**config.mk**
```make
export PLATFORM = sky130hd
export DESIGN_NAME = pcm_ilv_top
export DESIGN_NICKNAME = d
export VERILOG_FILES = /design/src/rtl/pcm_ilv_pkg.sv /design/src/rtl/pcm_ilv_cfg.sv /design/src/rtl/pcm_ilv_timing.sv /design/src/rtl/pcm_ilv_lane.sv /design/src/rtl/pcm_ilv_txsel.sv /design/src/rtl/pcm_ilv_top.sv
export SDC_FILE = /design/constraint.sdc
export NUM_CORES = 1
export LEC_CHECK = 0
export ABC_AREA = 1
export BUFFER_PORTS_ARGS = -buffer_cell sky130_fd_sc_hd__buf_2
export CAP_MARGIN = 30
export CORE_MARGIN = 10
export CORE_UTILIZATION = 35
export DETAILED_ROUTE_END_ITERATION = 7
export MAX_ROUTING_LAYER = met4
export PLACE_DENSITY = 0.65
export SYNTH_ARGS = -nofsm -noshare
export SYNTH_HDL_FRONTEND = slang
export SYNTH_SLANG_ARGS = --single-unit
export TNS_END_PERCENT = 5
```
**constraint.sdc**
```tcl
create_clock -name clk -period 2.3 [get_ports clk]
set_input_delay 0.115 -clock clk [delete_from_list [all_inputs] [get_ports clk]]
set_output_delay 0.115 -clock clk [all_outputs]
set_load 0.01 [all_outputs]
```
**src/rtl/pcm_ilv_pkg.sv**
```systemverilog
package pcm_ilv_pkg;

    localparam int CTRL_W = 8;
    localparam int POS_W  = 3;

    typedef enum logic [1:0] {
        SPD_X1 = 2'b00,
        SPD_X2 = 2'b01,
        SPD_X4 = 2'b10,
        SPD_X8 = 2'b11
    } speed_e;

    // Packed so that the MSB-first member order matches register bits 6:0
    typedef struct packed {
        logic             clk_from_bus;
        speed_e           speed;
        logic             ilv_en;
        logic [POS_W-1:0] pos;
    } ctrl_t;

    // log2 of the device count actually in force
    function automatic logic [1:0] eff_log2(input ctrl_t c);
        return c.ilv_en ? 2'(c.speed) : 2'd0;
    endfunction

    // position actually in force
    function automatic logic [POS_W-1:0] eff_pos(input ctrl_t c);
        return c.ilv_en ? c.pos : '0;
    endfunction

    // true when the position lies inside the device count
    function automatic logic pos_fits(input ctrl_t c);
        logic [POS_W:0] n_dev;
        n_dev = (POS_W+1)'(1) << eff_log2(c);
        return {1'b0, eff_pos(c)} < n_dev;
    endfunction

endpackage

```
**src/rtl/pcm_ilv_cfg.sv**
```systemverilog
module pcm_ilv_cfg
    import pcm_ilv_pkg::*;
(
    input  logic              clk,
    input  logic              rst_n,
    input  logic              wr_en,
    input  logic [CTRL_W-1:0] wr_data,
    output ctrl_t             ctrl,
    output logic [CTRL_W-1:0] rd_data
);

    typedef struct packed {
        ctrl_t ctrl;
    } state_t;

    state_t st_d, st_q;
    logic   unused_wr_msb;

    assign unused_wr_msb = wr_data[CTRL_W-1];

    always_comb begin
        st_d = st_q;
        if (wr_en) begin
            st_d.ctrl = ctrl_t'(wr_data[CTRL_W-2:0]);
        end
    end

    always_ff @(posedge clk or negedge rst_n) begin
        if (!rst_n) begin
            st_q <= '0;
        end else begin
            st_q <= st_d;
        end
    end

    assign ctrl    = st_q.ctrl;
    assign rd_data = {1'b0, st_q.ctrl};

endmodule

```
**src/rtl/pcm_ilv_timing.sv**
```systemverilog
module pcm_ilv_timing
    import pcm_ilv_pkg::*;
#(
    parameter  int CHANNELS  = 32,
    parameter  int BYTE_BITS = 8,
    localparam int BIT_W     = $clog2(BYTE_BITS),
    localparam int CH_W      = $clog2(CHANNELS),
    localparam int SLOT_W    = CH_W + POS_W
) (
    input  logic             clk,
    input  logic             rst_n,
    input  logic [1:0]       eff_lg,
    input  logic [POS_W-1:0] eff_pos,
    input  logic             pos_ok,
    input  logic             fsync,
    output logic             cur_own,
    output logic             cur_last_bit,
    output logic [CH_W-1:0]  cur_chan,
    output logic             nxt_own,
    output logic             nxt_first_bit,
    output logic             nxt_div_zero
);

    typedef struct packed {
        logic              valid;
        logic [BIT_W-1:0]  bit_idx;
        logic [SLOT_W-1:0] slot;
        logic [POS_W-1:0]  div;
    } state_t;

    state_t            st_d, st_q;
    logic [POS_W-1:0]  dev_mask;
    logic [SLOT_W-1:0] last_slot;

    always_comb begin
        dev_mask  = POS_W'((1 << eff_lg) - 1);
        last_slot = SLOT_W'((CHANNELS << eff_lg) - 1);

        st_d = st_q;
        if (fsync) begin
            st_d.valid   = 1'b1;
            st_d.bit_idx = '0;
            st_d.slot    = '0;
            st_d.div     = '0;
        end else if (st_q.valid) begin
            if (st_q.bit_idx == BIT_W'(BYTE_BITS - 1)) begin
                st_d.bit_idx = '0;
                st_d.slot    = (st_q.slot >= last_slot) ? '0 : st_q.slot + 1'b1;
            end else begin
                st_d.bit_idx = st_q.bit_idx + 1'b1;
            end
            st_d.div = (st_q.div >= dev_mask) ? '0 : st_q.div + 1'b1;
        end
    end

    always_ff @(posedge clk or negedge rst_n) begin
        if (!rst_n) begin
            st_q <= '0;
        end else begin
            st_q <= st_d;
        end
    end

    // ownership of the bit period now on the bus
    assign cur_own      = st_q.valid && pos_ok &&
                          ((st_q.slot[POS_W-1:0] & dev_mask) == eff_pos);
    assign cur_last_bit = (st_q.bit_idx == BIT_W'(BYTE_BITS - 1));
    assign cur_chan     = CH_W'(st_q.slot >> eff_lg);

    // lookahead to the bit period that starts at the coming edge
    assign nxt_own       = st_d.valid && pos_ok &&
                           ((st_d.slot[POS_W-1:0] & dev_mask) == eff_pos);
    assign nxt_first_bit = st_d.valid && (st_d.bit_idx == '0);
    assign nxt_div_zero  = st_d.valid && (st_d.div == '0);

endmodule

```
**src/rtl/pcm_ilv_lane.sv**
```systemverilog
module pcm_ilv_lane #(
    parameter  int CHANNELS  = 32,
    parameter  int BYTE_BITS = 8,
    localparam int CH_W      = $clog2(CHANNELS)
) (
    input  logic                 clk,
    input  logic                 rst_n,
    input  logic                 cur_own,
    input  logic                 cur_last_bit,
    input  logic [CH_W-1:0]      cur_chan,
    input  logic                 nxt_own,
    input  logic                 nxt_first_bit,
    input  logic [BYTE_BITS-1:0] src_byte,
    input  logic                 bus_din,
    output logic                 bus_dout,
    output logic                 bus_oe,
    output logic                 cap_valid,
    output logic [BYTE_BITS-1:0] cap_byte,
    output logic [CH_W-1:0]      cap_chan
);

    typedef struct packed {
        logic [BYTE_BITS-2:0] out_sh;
        logic                 dout;
        logic                 oe;
        logic [BYTE_BITS-2:0] in_sh;
        logic                 cap_v;
        logic [BYTE_BITS-1:0] cap_b;
        logic [CH_W-1:0]      cap_c;
    } state_t;

    state_t st_d, st_q;

    always_comb begin
        st_d       = st_q;
        st_d.cap_v = 1'b0;

        // transmit: a byte is taken at every slot start, driven only when owned
        if (nxt_first_bit) begin
            st_d.out_sh = src_byte[BYTE_BITS-2:0];
            st_d.dout   = nxt_own & src_byte[BYTE_BITS-1];
        end else begin
            st_d.out_sh = {st_q.out_sh[BYTE_BITS-3:0], 1'b0};
            st_d.dout   = nxt_own & st_q.out_sh[BYTE_BITS-2];
        end
        st_d.oe = nxt_own;

        // receive: keep the latest bits, publish at the end of an owned slot
        st_d.in_sh = {st_q.in_sh[BYTE_BITS-3:0], bus_din};
        if (cur_own && cur_last_bit) begin
            st_d.cap_v = 1'b1;
            st_d.cap_b = {st_q.in_sh, bus_din};
            st_d.cap_c = cur_chan;
        end
    end

    always_ff @(posedge clk or negedge rst_n) begin
        if (!rst_n) begin
            st_q <= '0;
        end else begin
            st_q <= st_d;
        end
    end

    assign bus_dout  = st_q.dout;
    assign bus_oe    = st_q.oe;
    assign cap_valid = st_q.cap_v;
    assign cap_byte  = st_q.cap_b;
    assign cap_chan  = st_q.cap_c;

endmodule

```
**src/rtl/pcm_ilv_txsel.sv**
```systemverilog
module pcm_ilv_txsel (
    input  logic clk,
    input  logic rst_n,
    input  logic ilv_en,
    input  logic clk_from_bus,
    input  logic rx_fsync,
    input  logic tx_fsync_ext,
    input  logic tx_clk_in,
    input  logic div_zero_nxt,
    output logic tx_fsync_out,
    output logic tx_bit_en
);

    typedef struct packed {
        logic fs;
        logic tclk_prev;
        logic bit_en;
    } state_t;

    state_t st_d, st_q;

    always_comb begin
        st_d           = st_q;
        st_d.fs        = ilv_en ? rx_fsync : tx_fsync_ext;
        st_d.tclk_prev = tx_clk_in;
        st_d.bit_en    = clk_from_bus ? div_zero_nxt
                                      : (tx_clk_in & ~st_q.tclk_prev);
    end

    always_ff @(posedge clk or negedge rst_n) begin
        if (!rst_n) begin
            st_q <= '0;
        end else begin
            st_q <= st_d;
        end
    end

    assign tx_fsync_out = st_q.fs;
    assign tx_bit_en    = st_q.bit_en;

endmodule

```
**src/rtl/pcm_ilv_top.sv**
```systemverilog
module pcm_ilv_top
    import pcm_ilv_pkg::*;
#(
    parameter  int CHANNELS  = 32,
    parameter  int BYTE_BITS = 8,
    localparam int CH_W      = $clog2(CHANNELS)
) (
    input  logic                 clk,
    input  logic                 rst_n,
    input  logic                 cfg_we,
    input  logic [CTRL_W-1:0]    cfg_wdata,
    output logic [CTRL_W-1:0]    cfg_rdata,
    input  logic                 rx_fsync,
    input  logic                 tx_fsync_ext,
    input  logic                 tx_clk_in,
    input  logic [BYTE_BITS-1:0] src_byte,
    input  logic                 bus_din,
    output logic                 bus_dout,
    output logic                 bus_oe,
    output logic                 cap_valid,
    output logic [BYTE_BITS-1:0] cap_byte,
    output logic [CH_W-1:0]      cap_chan,
    output logic                 tx_fsync_out,
    output logic                 tx_bit_en
);

    ctrl_t            ctrl;
    logic [1:0]       eff_lg;
    logic [POS_W-1:0] eff_p;
    logic             pos_ok;
    logic             cur_own, cur_last_bit, nxt_own, nxt_first_bit, nxt_div_zero;
    logic [CH_W-1:0]  cur_chan;

    assign eff_lg = eff_log2(ctrl);
    assign eff_p  = eff_pos(ctrl);
    assign pos_ok = pos_fits(ctrl);

    pcm_ilv_cfg u_cfg (
        .clk     (clk),
        .rst_n   (rst_n),
        .wr_en   (cfg_we),
        .wr_data (cfg_wdata),
        .ctrl    (ctrl),
        .rd_data (cfg_rdata)
    );

    pcm_ilv_timing #(
        .CHANNELS  (CHANNELS),
        .BYTE_BITS (BYTE_BITS)
    ) u_timing (
        .clk           (clk),
        .rst_n         (rst_n),
        .eff_lg        (eff_lg),
        .eff_pos       (eff_p),
        .pos_ok        (pos_ok),
        .fsync         (rx_fsync),
        .cur_own       (cur_own),
        .cur_last_bit  (cur_last_bit),
        .cur_chan      (cur_chan),
        .nxt_own       (nxt_own),
        .nxt_first_bit (nxt_first_bit),
        .nxt_div_zero  (nxt_div_zero)
    );

    pcm_ilv_lane #(
        .CHANNELS  (CHANNELS),
        .BYTE_BITS (BYTE_BITS)
    ) u_lane (
        .clk           (clk),
        .rst_n         (rst_n),
        .cur_own       (cur_own),
        .cur_last_bit  (cur_last_bit),
        .cur_chan      (cur_chan),
        .nxt_own       (nxt_own),
        .nxt_first_bit (nxt_first_bit),
        .src_byte      (src_byte),
        .bus_din       (bus_din),
        .bus_dout      (bus_dout),
        .bus_oe        (bus_oe),
        .cap_valid     (cap_valid),
        .cap_byte      (cap_byte),
        .cap_chan      (cap_chan)
    );

    pcm_ilv_txsel u_txsel (
        .clk          (clk),
        .rst_n        (rst_n),
        .ilv_en       (ctrl.ilv_en),
        .clk_from_bus (ctrl.clk_from_bus),
        .rx_fsync     (rx_fsync),
        .tx_fsync_ext (tx_fsync_ext),
        .tx_clk_in    (tx_clk_in),
        .div_zero_nxt (nxt_div_zero),
        .tx_fsync_out (tx_fsync_out),
        .tx_bit_en    (tx_bit_en)
    );

endmodule

```
==> summary.txt, run 1 <==
Finish
  • Reg area: about 1400 µm²
  • Finished Core Util: 0.4137
  • Layout cells sized above 1: 0.2633
  • Fill cell count: approximately 810
  • Inserted Diodes: 0
  • Area growth syn-to-layout: 14.69%
  • Final #Nets: 387
  • Area used by multi-input combinational logic: 1121 µm²

GRT
  • Met2 Usage GRT: 0.1691
  • Met3 Use GR: 0.02867
  • Pin count of the biggest net entering global routing: between 50 and 60
  • Grt peak-use layer: met2
  • Met1 Usage GRT: 0.1272
  • GRT overflow: 0
  • Initial antenna violation count: 0
  • Vias in the first global route: 2118
  • GRT Overall Usage: 0.1048
  • First-pass GRT wire length: 9922 µm

Routing
  • Vias per cell: between 4 and 5
  • ANT nets after route: 0
  • Vias: ~2.1k
  • Drt drc: 0
  • WL/cell: approximately 13 µm
  • Initial drt markers: 112
  • Drt pass-1 iters: 4
  • Drt total wl: 5881 µm

Floorplanning
  • Die footprint: 11980 µm²
  • Die height: between 100 and 150 µm
  • Initial Util: 0.3607
  • Row cnt: 32
  • Die width: 109.5 µm
  • Total core area: 7767 µm²
  • Io pins: 49

Placement
  • DPL Wire Length: 4525 µm
  • Routability cong.: 0.8960
  • IO Port Bufs: 46

Critical path
  • Class of the most critical setup path: register to register
  • Crit path DAT: 2.30 ns
  • CP cell instances: buf_4 -> nand2_1 -> inv_1 -> ha_1 -> o21ai_2 -> nand2_1 -> nand3_1 -> a21boi_2 -> nand2_2 -> clkinv_2 -> o21ai_0 -> nand2_1
  • CP required: 2.50 ns
  • Critical path buffer and inverter count: 3
  • Most used cell, CP: nand2_1
  • Worst Path Max Fanout: 15
  • CP Launch Type: register
  • CP max stage cell: dfrtp_2
  • Crit-path leading delay family: flip-flops
  • Setup crit end kind: register
  • Crit-path max cell delay: a little under 0.5 ns

STA
  • Final setup violation count: 0
  • Crit share post-route: 0.9104
  • Unrepaired setup endpoints after global routing: false
  • Final clock skew: between 0.005 and 0.006 ns
  • Max Clk Rate: roughly 480 MHz
  • Setup TNS: 0 ns
  • Final hold viol count: 0
  • Final Max Tran Viols: 0
  • Final min period: 2.094 ns

Clock tree
  • H-tree depth: 2
  • Clock slew at reported path FFs: 0.10 ns
  • Inserted Clock Buffers: 5
  • Sink Count: 55
  • Clock buffer depth: 2
  • Worst skew pair latency: 0.31 ns
  • Post-CTS setup buffers: 0
  • CTS tree: yes
  • Root Driver: clkbuf_8

Run status
  • Status: completed

Logic synthesis
  • Synthesized flop and latch total: 55
  • Synth warnings: 0
  • Post-synthesis sequential area ratio: 0.4913
  • Post-synth cell types: 37
  • Post-Syn Area: 2801 µm²
  • Mapped Avg Cell Area: around 9 µm²
  • Post-Syn Instances: 312
  • Net Count, Synth: 343

Run
  • # Max-Cap Violations: 0

Power and ir drop
  • Maximum VDD drop: around 0.00021 V
  • Power Density: 612.5 nW/µm²
  • P_leak: 1.692 nW

Min path
  • Worst Hold Class: primary input to register
==> logic make-up (layout without fill, tap and decap cells) <==
logic type | Yosys count | count (layout) | share of synthesized area
flip-flops | 55 | 55 | 0.4913
AO/OA/AOI/OAI | 38 | 38 | 0.08397
AND/OR/NAND/NOR | 133 | 133 | 0.2184
XOR/XNOR | 8 | 8 | 0.02501
adder cells (fa/ha/maj) | 8 | 8 | 0.03573
buffers and inverters | 60 | 105 | 0.1085
multiplexers | 9 | 9 | 0.03573
other | 1 | 1 | 0.001339
==> worst paths after layout <==
check / start / end / slack (ns) / depth (start not counted)
worst max-delay path: u_cfg.ctrl[3]$_DFFE_PN0P_ / u_lane.cap_chan[1]$_DFFE_PN0P_ / 0.21 / 12
worst min-delay path: cfg_wdata[6] / u_cfg.ctrl[6]$_DFFE_PN0P_ / 0.006 / 3
worst max register to register: u_cfg.ctrl[3]$_DFFE_PN0P_ / u_lane.cap_chan[1]$_DFFE_PN0P_ / 0.21 / 12
worst min register to register: u_lane.st_d[17]$_DFF_PN0_ / u_lane.st_d[18]$_DFF_PN0_ / 0.39 / 0
max in group asynchronous: rst_n / u_cfg.ctrl[3]$_DFFE_PN0P_ / 1.73 / 3
min in group asynchronous: rst_n / u_timing.st_q[9]$_DFFE_PN0P_ / 0.32 / 3
==> layer usage <==
metal	wire length, µm	up-vias
li1	-	1070
met1	2626	1015
met2	2885	44
met3	325	5
met4	43	0
met5	0	-
==> state kept, by name, summed over array words and instances, names as in the netlist <==
signal,count
u_cfg.ctrl,7
u_lane.bus_dout,1
u_lane.bus_oe,1
u_lane.cap_byte,8
u_lane.cap_chan,5
u_lane.cap_valid,1
u_lane.st_d,6
u_lane.st_q,8
u_timing.st_q,15
u_txsel.st_q,1
u_txsel.tx_bit_en,1
u_txsel.tx_fsync_out,1
==> per-stage QoR <==
step | cells | setup slack, ns | hold slack [ns] | instance area (µm²) | power (mW)
6_report | 459 | 0.2060 | 0.005795 | 3213 | 1.968
3_3_place_gp | 446 | 0.1773 | 0.1382 | 3068 | 1.424
4_1_cts | 459 | 0.1341 | 0.0002323 | 3211 | 2.012
3_5_place_dp | 446 | 0.1526 | 0.1377 | 3068 | 1.436
5_1_grt | 459 | 0.002744 | 0.01252 | 3213 | 2.099
2_1_floorplan | 312 | 0.4171 | -0.1806 | 2801 | 1.328
==> area by class of cell <==
| type | count | area share |
|---|---|---|
| clock buffer | 5 | 0.02142 |
| clock inverter | 3 | 0.007399 |
| inverter | 39 | 0.04595 |
| multi-input combinational | 197 | 0.3489 |
| sequential | 55 | 0.4291 |
| tap | 102 | 0.03972 |
| timing repair buffer | 58 | 0.1075 |
==> what timing repair did <==
action                     4_1_cts  5_1_grt
resized for setup                0        2
hold buffers                     5        0
hold endpoints to repair        59        0
setup endpoints to repair        0        6
==> power breakdown <==
group | switching, mW | total [mW] | internal [mW]
combinational | 0.184 | 0.329 | 0.144
sequential | 0.0408 | 1.09 | 1.04
clock | 0.333 | 0.554 | 0.221
total | 0.558 | 1.97 | 1.41
==> synth_stat cells (all sizes together) <==
cell | instances | area share
nand2 | 84 | 0.13
dfrtp | 55 | 0.49
inv | 38 | 0.051
nor2 | 25 | 0.034
buf | 20 | 0.054
o21ai | 17 | 0.032
nand3 | 14 | 0.029
ha | 8 | 0.036
mux2 | 8 | 0.032
xor2 | 8 | 0.025
o22ai | 7 | 0.018
a21oi | 6 | 0.012
nand4 | 5 | 0.017
nor3 | 3 | 0.0071
a22oi | 2 | 0.0054
a31oi | 2 | 0.0045
a21boi | 1 | 0.0040
clkbuf | 1 | 0.0013
clkinv | 1 | 0.0018
conb | 1 | 0.0013
mux2i | 1 | 0.0036
nand3b | 1 | 0.0027
o211ai | 1 | 0.0027
o21a | 1 | 0.0027
o221ai | 1 | 0.0031
or2 | 1 | 0.0022
==> layout by cell type, fill, tap and decap left out, types with 2 or more instances in the layout <==
| cell | instances |
|---|---|
| nand3_1 | 12 |
| dfrtp_1 | 53 |
| dlygate4sd3_1 | 5 |
| mux2_2 | 8 |
| buf_4 | 6 |
| nand2_2 | 10 |
| xor2_1 | 8 |
| inv_1 | 38 |
| o22ai_1 | 6 |
| a22oi_1 | 2 |
| nand2_4 | 2 |
| a21oi_1 | 5 |
| dfrtp_2 | 2 |
| clkbuf_8 | 5 |
| ha_1 | 8 |
| nor2_1 | 24 |
| nand3_2 | 2 |
| a31oi_1 | 2 |
| nand2_1 | 72 |
| buf_2 | 46 |
| clkinv_2 | 2 |
| nor3_1 | 2 |
| nand4_1 | 4 |
| o21ai_0 | 16 |
==> worst min-delay path: stages <==
cell     delay (ns)
buf_2          0.07
nand2_1        0.04
o21ai_0        0.06
Note: power is estimated with default switching activity, not from simulation.
==> run 2, diff against run 1 <==
--- a/config.mk
+++ b/config.mk
@@ -8,7 +8,6 @@
 export ABC_AREA = 1
 export BUFFER_PORTS_ARGS = -buffer_cell sky130_fd_sc_hd__buf_2
 export CAP_MARGIN = 30
-export CORE_MARGIN = 10
 export CORE_UTILIZATION = 35
 export DETAILED_ROUTE_END_ITERATION = 7
 export MAX_ROUTING_LAYER = met4
==> run 2 against run 1 <==
Core utilization grew 0.21 points. Global-route usage grew 3.9 points. Clock skew grew 0.0025 ns. Wire length shrank 6.3%. Non-clock buffer count grew 1. Final area is the same. First-iteration DRC count shrank 28%. Critical endpoint is now u_lane.bus_dout$_DFF_PN0_. Flip-flop and latch count is the same. Via count shrank 0.75%. Die area shrank 30%.
==> summary.txt, run 2 (synthesis results as in run 1) <==
Power and ir drop
  • Int Pwr: 1.412 mW (+0.15%)
  • Power Density: 617.3 nW/µm² (+0.78%)
  • NetSw: 0.5717 mW (+2.4%)
  • P_leak: 1.693 nW (about the same)
  • Flop pwr share: 0.548 (-0.003)
  • Clk pwr share: 0.288 (+0.007)
  • Net Sw Frac: 0.2883 (+0.004467)
  • Tot Pwr: 1.983 mW (+0.78%)
  • Maximum VDD drop: 0.0003157 V (+49%)
  • Comb pwr share: 0.164 (-0.003)

Routing
  • Initial drt markers: 81 (-28%)
  • Drt pass-1 iters: 4 (unchanged)
  • ANT nets after route: 0 (unchanged)
  • Vias per cell: 4.604 (-0.97%)
  • Drt drc: 0 (unchanged)
  • Drt total wl: 5511 µm (-6.3%)
  • Vias: 2118 (-0.75%)
  • WL/cell: 11.98 µm (-6.5%)

Critical path
  • Worst Path Max Fanout: 7 (-8)
  • Class of the most critical setup path: register to register
  • CP max stage cell: dfrtp_1
  • Setup crit end kind: register
  • CP cell instances: nand2_4 -> nand2_4 -> inv_1 -> ha_1 -> nand2_1 -> nand2_1 -> nand2_2 -> nand2_2 -> nand2_2 -> nand3_2 -> nand2_2 -> nand2_2 -> nand2_1 -> nand2_1 -> nor2_1 -> nand2_1 -> nor2_2
  • CP Launch Type: register
  • Crit-path max cell delay: 0.50 ns (about the same)
  • CP required: 2.55 ns (+0.05 ns)
  • Crit path DAT: 2.29 ns (about the same)

Floorplanning
  • Initial Util: 0.3625 (+0.001869)
  • Die width: 91.47 µm (-16%)
  • Total core area: 7727 µm² (-0.52%)
  • Die footprint: 8366 µm² (-30%)
  • Die height: 91.47 µm (-16%)
  • Io pins: 49 (unchanged)
  • Row cnt: 32 (unchanged)

Finish
  • Inserted Diodes: 0 (unchanged)
  • Area growth syn-to-layout: 14.69% (unchanged)
  • Non-Filler Instances: 460 (+0.22%)
  • Finished Core Util: 0.4158 (+0.002143)
  • Layout cells sized above 1: 0.2598 (-0.003529)
  • Final #Nets: 388 (+0.26%)
  • Max reg flops: 15 (unchanged)
  • Commonest non-fill, non-tap cell in the layout: nand2_1
  • Post-route cell area: 3213 µm² (unchanged)
  • Fill cell count: 778 (-4.1%)
  • Biggest register: u_timing.st_q
  • Commonest cells after routing, fill and taps aside: nand2_1, dfrtp_1, buf_2, inv_1, nor2_1

GRT
  • Pin count of the biggest net entering global routing: 56 (unchanged)
  • First-pass GRT wire length: 9453 µm (-4.7%)
  • Initial antenna violation count: 0 (unchanged)
  • GRT overflow: 0 (unchanged)
  • Vias in the first global route: 2114 (-0.19%)
  • GRT Overall Usage: 0.1439 (+0.03909)

Clock tree
  • Root Driver: clkbuf_8
  • Post-CTS setup buffers: 0 (unchanged)
  • Clock buffer depth: 2 (unchanged)
  • Clock slew at reported path FFs: 0.11 ns (about the same)
  • Inserted Clock Buffers: 5 (unchanged)
  • CTS tree: yes
  • H-tree depth: 2 (unchanged)
  • Sink Count: 55 (unchanged)
  • Worst skew pair latency: 0.31 ns (about the same)

Placement
  • Routability cong.: 0.8351 (-6.8%)
  • IO Port Bufs: 46 (unchanged)
  • DPL Wire Length: 4128 µm (-8.8%)
  • Placed insts: 446 (unchanged)
  • Placed Area: 3055 µm² (-0.41%)
  • Place WS: 0.2326 ns (+0.08003 ns)

STA
  • Worst Max-Slew Pin Slew: 0.6910 ns
  • Final min period: 2.038 ns (-0.05554 ns)
  • Slew margin rel.: 0.5394
  • Crit share post-route: 0.8863 (-0.02415)
  • Fin Hold WS: 0.007676 ns (+0.001881 ns)
  • Final hold viol count: 0 (unchanged)
  • Unrepaired setup endpoints after global routing: false
  • Final clock skew: 0.008377 ns (+0.002489 ns)
  • Final setup violation count: 0 (unchanged)
  • Final Max Tran Viols: 0 (unchanged)
  • Max Clk Rate: 490.6 MHz (+2.7%)
  • Final WS setup: 0.2615 ns (+0.05554 ns)
  • Setup TNS: 0 ns (unchanged)

Run
  • # Max-Cap Violations: 0 (unchanged)

Run status
  • Status: completed

Min path
  • Worst Hold Class: primary input to register
[run 2: changes by cell type in the layout (fill, tap and decap cells not counted), sizes merged]
cell,delta
dlygate4sd3,+1
[run 2: critical path: cells and delay by family, from the launching register on]
family                     cells  cell delay (ns)
and+or+nand+nor               15             1.14
DFF                            1             0.50
adders and majority gates      1             0.26
buffers and inverters          1             0.07
[run 2: layout make-up]
class / instances / area [µm²] / area share
Clock inverter: 3 / 27.53 / 0.008567
Inverter: 39 / 147.6 / 0.04595
Tap cell: 102 / 127.6 / 0.03972
Sequential cell: 55 / 1378 / 0.4287
Timing Repair Buffer: 59 / 342.8 / 0.1067
Clock buffer: 5 / 68.82 / 0.02142
Multi-Input combinational cell: 197 / 1121 / 0.3489
[run 2: final timing paths]
kind / start / end / slack [ns] / depth (start not counted)
hold / removal: tx_fsync_ext / u_txsel.tx_fsync_out$_DFF_PN0_ / 0.008 / 3
max in group asynchronous: rst_n / u_cfg.ctrl[3]$_DFFE_PN0P_ / 1.33 / 3
setup reg to reg: u_cfg.ctrl[5]$_DFFE_PN0P_ / u_lane.bus_dout$_DFF_PN0_ / 0.26 / 17
hold reg to reg: u_lane.st_d[16]$_DFF_PN0_ / u_lane.st_d[17]$_DFF_PN0_ / 0.39 / 0
min in group asynchronous: rst_n / u_lane.cap_chan[4]$_DFFE_PN0P_ / 0.44 / 3
setup / recovery: u_cfg.ctrl[5]$_DFFE_PN0P_ / u_lane.bus_dout$_DFF_PN0_ / 0.26 / 17
[run 2: metal layers]
layer / track usage / vias to the layer above / part of all wire
met5: - / - / 0
met4: 0.03042 / 0 / 0.0076
met3: 0.02764 / 6 / 0.036
met2: 0.2431 / 50 / 0.48
met1: 0.1794 / 990 / 0.47
li1: - / 1072 / -
[run 2: power by group through the flow]
stage                     sequential [mW]  combinational, mW  clock [mW]
after detailed placement             1.11              0.323           0
after global routing                 1.10              0.369       0.627
after global placement               1.10              0.316           0
final                                1.09              0.325       0.572
after floorplan                      1.10              0.224           0
after CTS                            1.09              0.332       0.593
[run 2: what timing repair did]
action                                  in CTS  in global routing
gates resized for setup                      0                  1
hold endpoints to repair                    61                  0
hold buffers                                 6                  0
endpoints found under the setup margin       0                  1
